[config.mk]
export PLATFORM = sky130hd
export DESIGN_NAME = acc_branch_unit
export DESIGN_NICKNAME = d
export VERILOG_FILES = /design/src/rtl/abu_pkg.sv /design/src/rtl/abu_operand_sel.sv /design/src/rtl/abu_cond_eval.sv /design/src/rtl/acc_branch_unit.sv
export SDC_FILE = /design/constraint.sdc
export NUM_CORES = 1
export LEC_CHECK = 0
export ABC_AREA = 1
export BUFFER_PORTS_ARGS = -buffer_cell sky130_fd_sc_hd__buf_4
export CORE_AREA = 4 4 132 134
export DETAILED_ROUTE_END_ITERATION = 8
export DIE_AREA = 0 0 136 138
export SLEW_MARGIN = 10
export SYNTH_ARGS = -nofsm -noshare
export SYNTH_HDL_FRONTEND = slang
export SYNTH_SLANG_ARGS = --single-unit
[constraint.sdc]
create_clock -name vclk -period 6.5
set_input_delay 0.975 -clock vclk [all_inputs]
set_output_delay 0.975 -clock vclk [all_outputs]
set_load 0.01 [all_outputs]
[src/rtl/abu_pkg.sv]
// Package: shared condition encoding for the accumulator branch unit.
// Assumes a 3-bit condition field supplied by the instruction decoder.
package abu_pkg;
    localparam int COND_W = 3;

    typedef enum logic [COND_W-1:0] {
        BR_ALWAYS = 3'd0,
        BR_NE     = 3'd1,
        BR_EQ     = 3'd2,
        BR_GT     = 3'd3,
        BR_LT     = 3'd4,
        BR_GE     = 3'd5,
        BR_LE     = 3'd6,
        BR_NEVER  = 3'd7
    } br_cond_e;
endpackage

[src/rtl/abu_operand_sel.sv]
// Module: picks the compare operand, either the literal or one register of
// the flattened bank. Indices at or past NREGS return zero.
// Assumes register i sits at bits [DW*i +: DW] of reg_bank.
module abu_operand_sel #(
    parameter int DW    = 16,
    parameter int NREGS = 16,
    parameter int IDX_W = 8
) (
    input  logic                  use_imm,
    input  logic [DW-1:0]         imm_val,
    input  logic [IDX_W-1:0]      reg_idx,
    input  logic [NREGS*DW-1:0]   reg_bank,
    output logic [DW-1:0]         operand
);
    logic [NREGS-1:0]  hit;
    logic [DW-1:0]     pick [NREGS];
    logic [DW-1:0]     reg_val;

    // one comparator per implemented register; unmatched slots give zero
    for (genvar g = 0; g < NREGS; g++) begin : g_slot
        assign hit[g]  = (reg_idx == IDX_W'(g));
        assign pick[g] = hit[g] ? reg_bank[g*DW +: DW] : '0;
    end

    // OR-merge of the one-hot picks; no hit means zero
    always_comb begin
        reg_val = '0;
        for (int i = 0; i < NREGS; i++) begin
            reg_val = reg_val | pick[i];
        end
    end

    // choose literal or register contents
    always_comb begin
        operand = use_imm ? imm_val : reg_val;
    end
endmodule

[src/rtl/abu_cond_eval.sv]
// Module: evaluates the branch condition with the operand on the left of
// each relation and the accumulator on the right, using signed arithmetic.
// Assumes the condition is meaningful only while op_valid is high.
module abu_cond_eval
    import abu_pkg::*;
#(
    parameter int DW = 16
) (
    input  logic              op_valid,
    input  logic [COND_W-1:0] cond_code,
    input  logic [DW-1:0]     operand,
    input  logic [DW-1:0]     acc_val,
    output logic              taken
);
    logic signed [DW-1:0] s_op;
    logic signed [DW-1:0] s_acc;
    logic                 is_eq;
    logic                 is_gt;
    logic                 hold;

    assign s_op  = operand;
    assign s_acc = acc_val;

    // shared relations feed every condition
    always_comb begin
        is_eq = (s_op == s_acc);
        is_gt = (s_op >  s_acc);
    end

    // map the decoded condition to a raw decision
    always_comb begin
        unique case (br_cond_e'(cond_code))
            BR_ALWAYS: hold = 1'b1;
            BR_NE:     hold = !is_eq;
            BR_EQ:     hold = is_eq;
            BR_GT:     hold = is_gt;
            BR_LT:     hold = !is_gt && !is_eq;
            BR_GE:     hold = is_gt || is_eq;
            BR_LE:     hold = !is_gt;
            default:   hold = 1'b0;
        endcase
    end

    // qualify by the decoder's valid strobe
    always_comb begin
        taken = op_valid && hold;
    end
endmodule

[src/rtl/acc_branch_unit.sv]
// Module: top of the accumulator compare branch unit. Selects the operand,
// evaluates the condition and chooses the next instruction pointer.
// Assumes the decoder supplies the target and fall-through addresses.
module acc_branch_unit
    import abu_pkg::*;
#(
    parameter int DW    = 16,
    parameter int NREGS = 16,
    parameter int IDX_W = 8,
    parameter int AW    = 16
) (
    input  logic                 op_valid,
    input  logic [COND_W-1:0]    cond_code,
    input  logic                 use_imm,
    input  logic [DW-1:0]        imm_val,
    input  logic [IDX_W-1:0]     reg_idx,
    input  logic [NREGS*DW-1:0]  reg_bank,
    input  logic [DW-1:0]        acc_val,
    input  logic [AW-1:0]        jump_target,
    input  logic [AW-1:0]        fall_ip,
    output logic                 taken,
    output logic [AW-1:0]        ip_out
);
    logic [DW-1:0] operand_w;

    abu_operand_sel #(.DW(DW), .NREGS(NREGS), .IDX_W(IDX_W)) sel_i (
        .use_imm (use_imm),
        .imm_val (imm_val),
        .reg_idx (reg_idx),
        .reg_bank(reg_bank),
        .operand (operand_w)
    );

    abu_cond_eval #(.DW(DW)) eval_i (
        .op_valid (op_valid),
        .cond_code(cond_code),
        .operand  (operand_w),
        .acc_val  (acc_val),
        .taken    (taken)
    );

    // redirect to the target on a taken branch, else continue in line
    always_comb begin
        ip_out = taken ? jump_target : fall_ip;
    end
endmodule

After elaboration in Yosys (flattened, before gate mapping)
Index checks and enable logic that the tools add are counted.
{"block": "word_totals", "regBits": 0, "inputBits": 333, "output_inout_bits": 17, "elab_cells": 64}
{"block": "classes", "order_cmp": 1, "n_eq_ne": 22, "mux": 19, "bitwise": 15, "n_reduce_logical": 7}
{"operator": "16-bit two-way mux", "count": 18}
{"operator": "16-bit OR", "count": 15}
{"operator": "8-bit by 4-bit == test with 1-bit output (second input constant)", "count": 8}
{"operator": "8-bit by 3-bit == test with 1-bit output (second input constant)", "count": 4}
{"operator": "16-bit == test", "count": 1}
{"operator": "8-bit by 2-bit == test with 1-bit output (second input constant)", "count": 2}
{"operator": "16-bit > comparator", "count": 1}
{"operator": "3-bit == test (second input constant)", "count": 3}
{"operator": "8-bit by 1-bit == test with 1-bit output (second input constant)", "count": 1}
{"operator": "8-bit zero test", "count": 1}
{"operator": "1-bit case mux with 7 select lines", "count": 1}
{"operator": "3-bit by 2-bit == test with 1-bit output (second input constant)", "count": 2}
{"operator": "3-bit by 1-bit == test with 1-bit output (second input constant)", "count": 1}
{"operator": "3-bit zero test", "count": 1}
{"operator": "1-bit logical AND", "count": 2}
{"operator": "1-bit zero test", "count": 2}
{"operator": "1-bit logical OR", "count": 1}

Longest topological paths before layout
Gate-level depths: netlist (run 1).
{"block": "logic_depth", "depth_word": 24, "depth_mapped": 31}

Hierarchy
A second synthesis (run 1) with hierarchy kept.
{"block": "unflattened", "hier_cells": 817, "area_unflattened_um2": 3776.1}
{"mod": "abu_operand_sel", "instances": 1, "cells_per_inst": 654, "area_per_inst_um2": 2927.8, "seq_area_each_um2": 0.0}
{"mod": "abu_cond_eval", "instances": 1, "cells_per_inst": 111, "area_per_inst_um2": 604.3, "seq_area_each_um2": 0.0}
{"mod": "acc_branch_unit", "instances": 1, "cells_per_inst": 52, "area_per_inst_um2": 244.0, "seq_area_each_um2": 0.0}

Worst setup path before layout (run 1)
No wires, ideal clock.
{"block": "synth_path", "kind": "input port to output port", "startpoint": "input reg_idx[7]", "endpoint": "output ip_out[10]", "t_arrival_ps": 3520, "path_slack_ps": 2005, "cell_stages": 23, "n_path_buf": 2, "cell_sequence": "nor2_1 > nand2_1 > inv_1 > nand3_1 > nor2_1 > buf_2 > nand2_1 > nand3_1 > a21oi_1 > a21oi_1 > ha_1 > a21oi_1 > o21ai_0 > a21oi_1 > nand2_1 > nand2_1 > nand3_1 > nand2_1 > nand2_4 > nand2_4 > buf_6 > nand2_1 > nand2_1"}
{"block": "synth_via", "elab_chain_len": 24}
{"item": "start: declaration", "line_no": "acc_branch_unit.sv:16", "source": "input logic [IDX_W-1:0] reg_idx,"}
{"item": "8-bit by 1-bit == test with 1-bit output or 8-bit zero test (tied branches)", "line_no": "abu_operand_sel.sv:21", "source": "assign hit[g] = (reg_idx == IDX_W'(g));"}
{"item": "16-bit two-way mux", "line_no": "abu_operand_sel.sv:22", "source": "assign pick[g] = hit[g] ? reg_bank[g*DW +: DW] : '0;"}
{"item": "16-bit OR (14 in series)", "line_no": "abu_operand_sel.sv:29", "source": "reg_val = reg_val | pick[i];"}
{"item": "16-bit OR *", "line_no": "abu_operand_sel.sv:29"}
{"item": "16-bit two-way mux *", "line_no": "abu_operand_sel.sv:35", "source": "operand = use_imm ? imm_val : reg_val;"}
{"item": "16-bit > comparator or 16-bit == test (tied branches)", "line_no": "abu_cond_eval.sv:27, abu_cond_eval.sv:26"}
{"item": "1-bit zero test, on equally long branches", "line_no": "abu_cond_eval.sv:37, abu_cond_eval.sv:39, abu_cond_eval.sv:34"}
{"item": "1-bit logical AND", "line_no": "abu_cond_eval.sv:37", "source": "BR_LT: hold = !is_gt && !is_eq;"}
{"item": "1-bit case mux with 7 select lines *", "line_no": "abu_cond_eval.sv:32", "source": "unique case (br_cond_e'(cond_code))"}
{"item": "1-bit logical AND *", "line_no": "abu_cond_eval.sv:46", "source": "taken = op_valid && hold;"}
{"item": "16-bit two-way mux *", "line_no": "acc_branch_unit.sv:44", "source": "ip_out = taken ? jump_target : fall_ip;"}
{"item": "end: declaration", "line_no": "acc_branch_unit.sv:22", "source": "output logic [AW-1:0] ip_out"}
Every way passes the cells marked *; elsewhere a longest branch is shown, timed or not.

Final worst setup path (run 1)
{"block": "layout_path", "startpoint": "input reg_idx[5]", "endpoint": "output ip_out[11]"}
The elaborated chain is that of the path after synthesis.

==> results.cfg, run 1 <==
[sta]
finalSetupTns_ns = 0
timing.slew.headroom = 0.363
report.final.slew_viol_count = 0
timing_worst_slew_pin_value_ns = 0.952
achievable_clock_frequency_mhz = 180
final_setup_margin_ns = 0.937
finalWorstPathRequiredPeriod_ns = 5.56
final_min_period_over_clock_period = 0.856
grt_setup_unrepaired = no
timing.final.hold_violations = 0
report.final.setup_viol = 0

[synth]
netlist-cell-type-count = 29
synthesis.area_um2 = 2840
syn_inst = 621
seq_area_frac_synth = 0
synthesis.area_per_instance_um2 = 4.57
mappedNetlistNets = 970
synth_warnings = 0

[route]
routed_wirelength_um = 21300
detail_route.iter0.violations = 351
viasPerCell = 4.49
remaining_drc_errors = 0
num_vias = 5285
firstDrtPassIters = 5
wire_per_inst_um = 18.0
detail-route-antenna-nets = 0

[grt]
first_global_vias = 5461
grt_util_all_layers = 0.213
grt_use_met2 = 0.379
gr-usage-met1 = 0.265
pin_count_of_the_biggest_net_entering_global_routing = 19
grt_busiest_layer = met2
antenna_found_initial = 0
gr-usage-met3 = 0.0382
globalRoute.totalOverflow = 0
grt_first_pass_wirelength_um = 31100

[clock_tree]
holdBufCountCts = 0
cts_resized = 0
postCtsSetupRepairBufs = 0

[setup_path]
timing.critical_path.mode_cell = sky130_fd_sc_hd__nand2_1
cp-startpoint = reg_idx[5]
crit_family = simple AND/OR/NAND/NOR gates
timing.critical_path.to = ip_out[11]
worst-path-stages = 26
worst-path-max-fanout = 17
critical_path.max_stage_delay_ns = 0.75
worst-endpoint-required_ns = 5.52
wp_buf_inv = 5
timing_worst_setup_path_type = in2out
start_kind = primary input
cp_slowest_cell = sky130_fd_sc_hd__nor2_1
cp_endpoint_kind = output pin
cp.arrival_ns = 4.59

[power_and_ir_drop]
total_power_mw = 0.284
p_leak_nw = 3.30
power_density_nw_per_um2 = 49.9
max-vdd-ir-drop_mv = 0.0209

[layout]
post_layout_nonfiller_instances = 1178
drive_above_1_share = 0.391
seq_cell_count = 0
syn_to_final_growth_pct = 101
sequential_cell_area_um2 = 0
nNetsFinal = 1309
clockBufferCount = 0
n_fill_cell = 1911
post-route-util = 0.350
antenna-diode-count = 0

[place]
io_buffer_count = 350
placed_cells = 1178
post-dp-hpwl_um = 18500
globalplace.congestion = 0.910
dp_slack_ns = 0.994

[floorplanning]
fp.dieH_um = 138
top_level_pins = 350
starting_density_of_the_core = 0.174
core.rowCount = 47
core_region_um2 = 16300
dieArea_um2 = 18800
die_w_um = 136

[hold_path]
hold_path_class = in2out
min_from = fall_ip[0]

[outcome]
outcome = complete, no violations

[job]
cap_viol_max_count = 0
[synth_stat cells]
cell / n / share of area
sky130_fd_sc_hd__inv_1: 57 / 0.075
sky130_fd_sc_hd__buf_4: 1 / 0.0026
sky130_fd_sc_hd__nor2_1: 50 / 0.066
sky130_fd_sc_hd__nand3b_1: 6 / 0.016
sky130_fd_sc_hd__o22ai_1: 7 / 0.015
sky130_fd_sc_hd__a211oi_1: 5 / 0.013
sky130_fd_sc_hd__nand2_2: 3 / 0.0066
sky130_fd_sc_hd__a21o_1: 1 / 0.0026
sky130_fd_sc_hd__ha_1: 16 / 0.071
sky130_fd_sc_hd__buf_2: 17 / 0.030
sky130_fd_sc_hd__o21a_1: 1 / 0.0026
sky130_fd_sc_hd__nand3_1: 80 / 0.14
sky130_fd_sc_hd__nand2_4: 2 / 0.0079
sky130_fd_sc_hd__o21ai_0: 3 / 0.0053
sky130_fd_sc_hd__nor3_1: 2 / 0.0035
sky130_fd_sc_hd__nand2_1: 307 / 0.41
sky130_fd_sc_hd__a21oi_1: 25 / 0.044
sky130_fd_sc_hd__a22oi_1: 1 / 0.0026
sky130_fd_sc_hd__a22o_1: 6 / 0.019
sky130_fd_sc_hd__a21boi_2: 1 / 0.0040
sky130_fd_sc_hd__a31oi_1: 1 / 0.0022
sky130_fd_sc_hd__inv_2: 1 / 0.0013
sky130_fd_sc_hd__buf_6: 1 / 0.0040
sky130_fd_sc_hd__clkbuf_1: 4 / 0.0053
sky130_fd_sc_hd__nor2_2: 1 / 0.0022
sky130_fd_sc_hd__nand4_1: 14 / 0.031
sky130_fd_sc_hd__or2_2: 6 / 0.013
sky130_fd_sc_hd__nand3_2: 1 / 0.0035
sky130_fd_sc_hd__o21bai_1: 1 / 0.0026
[cell families after synthesis]
family	Yosys count	synth area share
fa+ha+maj	16	0.0706
buf+inv	81	0.119
simple gates	472	0.697
compound gates	52	0.113
[through the flow]
stage,instance area (µm²),hold slack [ns]
after floorplan,2840,2.07
after global placement,5700,2.22
after detailed placement,5700,2.22
after CTS,5700,2.22
after global routing,5700,2.24
final,5700,2.22
[metal layers]
metal / share of wire / wire [µm]
met5: 0 / 0
met3: 0.079 / 1680
met4: 0.026 / 547
met2: 0.49 / 10500
met1: 0.40 / 8580
[how the worst min path moves through the flow]
| stage | to | slack [ns] | cells past startpoint |
|---|---|---|---|
| 2_1_floorplan | ip_out[10] | 2.07 | 2 |
| 3_3_place_gp | ip_out[3] | 2.22 | 4 |
| 3_5_place_dp | ip_out[3] | 2.22 | 4 |
| 4_1_cts | ip_out[3] | 2.22 | 4 |
| 5_1_grt | ip_out[9] | 2.24 | 4 |
| 6_report | ip_out[0] | 2.22 | 4 |
[cell type report]
| type | count | area [µm²] | share of cell area |
|---|---|---|---|
| timing repair buffer | 360 | 2700 | 0.475 |
| multi-input combinational | 540 | 2500 | 0.439 |
| inverter | 58 | 218 | 0.0382 |
| tap | 220 | 275 | 0.0483 |
[worst min-delay path, cell delays in order]
cell	delay, ns
sky130_fd_sc_hd__buf_4	0.08
sky130_fd_sc_hd__nand2_1	0.04
sky130_fd_sc_hd__nand2_1	0.05
sky130_fd_sc_hd__buf_4	0.11
[report_power, final]
part / leakage, nW / switching, mW / total [mW] / internal (mW)
clock network: 0 / 0 / 0 / 0
logic: 3.30 / 0.109 / 0.284 / 0.175
registers: 0 / 0 / 0 / 0
total: 3.30 / 0.109 / 0.284 / 0.175
[layout by cell type (no fill, tap or decap), types with 2 or more instances in the layout]
cell type | synthesis | layout
sky130_fd_sc_hd__inv_1 | 57 | 57
sky130_fd_sc_hd__a21oi_1 | 25 | 25
sky130_fd_sc_hd__nand4_1 | 14 | 14
sky130_fd_sc_hd__a22o_1 | 6 | 6
sky130_fd_sc_hd__nand3_1 | 80 | 80
sky130_fd_sc_hd__o21ai_0 | 3 | 3
sky130_fd_sc_hd__nor3_1 | 2 | 2
sky130_fd_sc_hd__a211oi_1 | 5 | 5
sky130_fd_sc_hd__nor2_1 | 50 | 50
sky130_fd_sc_hd__o22ai_1 | 7 | 7
sky130_fd_sc_hd__ha_1 | 16 | 16
sky130_fd_sc_hd__nand3b_1 | 6 | 6
sky130_fd_sc_hd__or2_2 | 6 | 6
sky130_fd_sc_hd__nand2_2 | 3 | 3
sky130_fd_sc_hd__nand2_1 | 307 | 307
sky130_fd_sc_hd__buf_4 | 1 | 360
sky130_fd_sc_hd__nand2_4 | 2 | 2
Power figures use the tool's default switching activity.
==> run 2, diff against run 1 <==
==> constraint.sdc (replaced) <==
create_clock -name vclk -period 6.5
set_input_delay 1.95 -clock vclk [all_inputs]
set_output_delay 1.95 -clock vclk [all_outputs]
set_load 0.01 [all_outputs]
==> run 2 against run 1 <==
  * Core utilization grew 8.6 points
  * Sequential cell count is the same
  * Critical path depth grew 3
  * Critical endpoint is now ip_out[9]
  * Combinational power grew 26%
  * Maximum frequency shrank 19%
  * Via count grew 6.2%
  * Count of clock-buffer cells in the layout is the same
  * Wire length grew 4.7%
  * The flow now finishes with violations (setup timing)
  * Cell area grew 25%
  * Die area is the same
  * Setup slack lost 1.3 ns
  * Non-clock buffer count grew 71
==> results.cfg, run 2 (synthesis gave the netlist of run 1 again) <==
[grt]
antenna_found_initial = 0
pin_count_of_the_biggest_net_entering_global_routing = 20
grt_first_pass_wirelength_um = 32400
first_global_vias = 5678
globalRoute.totalOverflow = 0
grt_util_all_layers = 0.221

[layout]
final_common_cell = sky130_fd_sc_hd__buf_4
sequential_cell_area_um2 = 0
antenna-diode-count = 0
seq_cell_count = 0
syn_to_final_growth_pct = 150
clockBufferCount = 0
drive_above_1_share = 0.539
nNetsFinal = 1382
final_cell_mix = sky130_fd_sc_hd__buf_4, sky130_fd_sc_hd__nand2_1, sky130_fd_sc_hd__nand3_1, sky130_fd_sc_hd__inv_1, sky130_fd_sc_hd__nand2_2

[power_and_ir_drop]
p_leak_nw = 3.82
total_power_mw = 0.358
max-vdd-ir-drop_mv = 0.0235
power_density_nw_per_um2 = 50.4

[floorplanning]
core_region_um2 = 16300
dieArea_um2 = 18800
fp.dieH_um = 138
starting_density_of_the_core = 0.174
die_w_um = 136
core.rowCount = 47
top_level_pins = 350

[route]
firstDrtPassIters = 5
wire_per_inst_um = 17.8
viasPerCell = 4.49
detail_route.iter0.violations = 260
num_vias = 5613
routed_wirelength_um = 22300
detail-route-antenna-nets = 0
remaining_drc_errors = 0

[setup_path]
start_kind = primary input
critical_path.max_stage_delay_ns = 0.19
timing_worst_setup_path_type = in2out
timing.critical_path.mode_cell = sky130_fd_sc_hd__nand2_1
cp_endpoint_kind = output pin
cp.arrival_ns = 4.90
worst-path-max-fanout = 7
worst-endpoint-required_ns = 4.55
cp_slowest_cell = sky130_fd_sc_hd__nor2_4

[place]
post-dp-hpwl_um = 18900
io_buffer_count = 350
globalplace.congestion = 0.929

[hold_path]
worst_hold_path.num_cells = 4
hold_path_class = in2out

[sta]
final_min_period_over_clock_period = 1.05
timing_worst_slew_pin_value_ns = 0.326
timing.final.hold_violations = 0
grt_setup_unrepaired = yes
final_setup_margin_ns = -0.353
report.final.slew_viol_count = 0
finalSetupTns_ns = -5.35
finalWorstPathRequiredPeriod_ns = 6.85
report.final.setup_viol = 17
whs_ns = 4.17
achievable_clock_frequency_mhz = 146
timing.slew.headroom = 0.781

[clock_tree]
holdBufCountCts = 0

[outcome]
failing_checks = setup timing
outcome = complete, but fails checks

[job]
cap_viol_max_count = 0
==> run 2: cell count changes in the layout (fill, tap and decap cells not counted), sizes merged <==
cell and change:
nand2 +2, buf +71
==> run 2: per-stage QoR <==
stage	instance area, µm²	setup WS, ns	utilization	instances
finish	7100	-0.353	0.436	1251
global placement	6220	-0.644	0.382	1230
CTS	6870	-0.324	0.422	1248
floorplan	2840	0.0549	-	621
global route	7100	-0.578	0.436	1251
detailed placement	6220	-0.716	0.382	1230
==> run 2: per-layer routing <==
layer  part of all wire  GRT usage
met5                  0          0
met4              0.033     0.0536
met3              0.063     0.0334
met2               0.50      0.394
met1               0.40      0.276
==> run 2: path summary, 6_finish.rpt <==
check	startpoint	end	slack, ns
max	reg_idx[7]	ip_out[9]	-0.35
min	fall_ip[2]	ip_out[2]	4.17
==> run 2: worst max-delay path: cells and delay by family <==
kind / cells / cell delay (ns)
AND/OR/NAND/NOR: 18 / 1.68
adder cells (fa/ha/maj): 1 / 0.14
buffers and inverters: 8 / 0.87
AO/OA/AOI/OAI: 2 / 0.23
==> run 2: cell type report <==
| cell class | instances | area (µm²) |
|---|---|---|
| tap | 220 | 275 |
| multi-input combinational | 542 | 3060 |
| timing repair buffer | 431 | 3530 |
| inverter | 58 | 235 |
| fill | 1769 | 9190 |
==> run 2: where the power goes <==
part | switching [mW] | internal (mW)
registers | 0 | 0
logic | 0.144 | 0.214
clock network | 0 | 0
total | 0.144 | 0.214
==> run 2: what timing repair did <==
action	CTS	global route
pin swaps	39	33
cloned	5	0
resized for setup	125	52
setup buffers	13	3
hold endpoints to repair	0	0
endpoints found under the setup margin	17	17
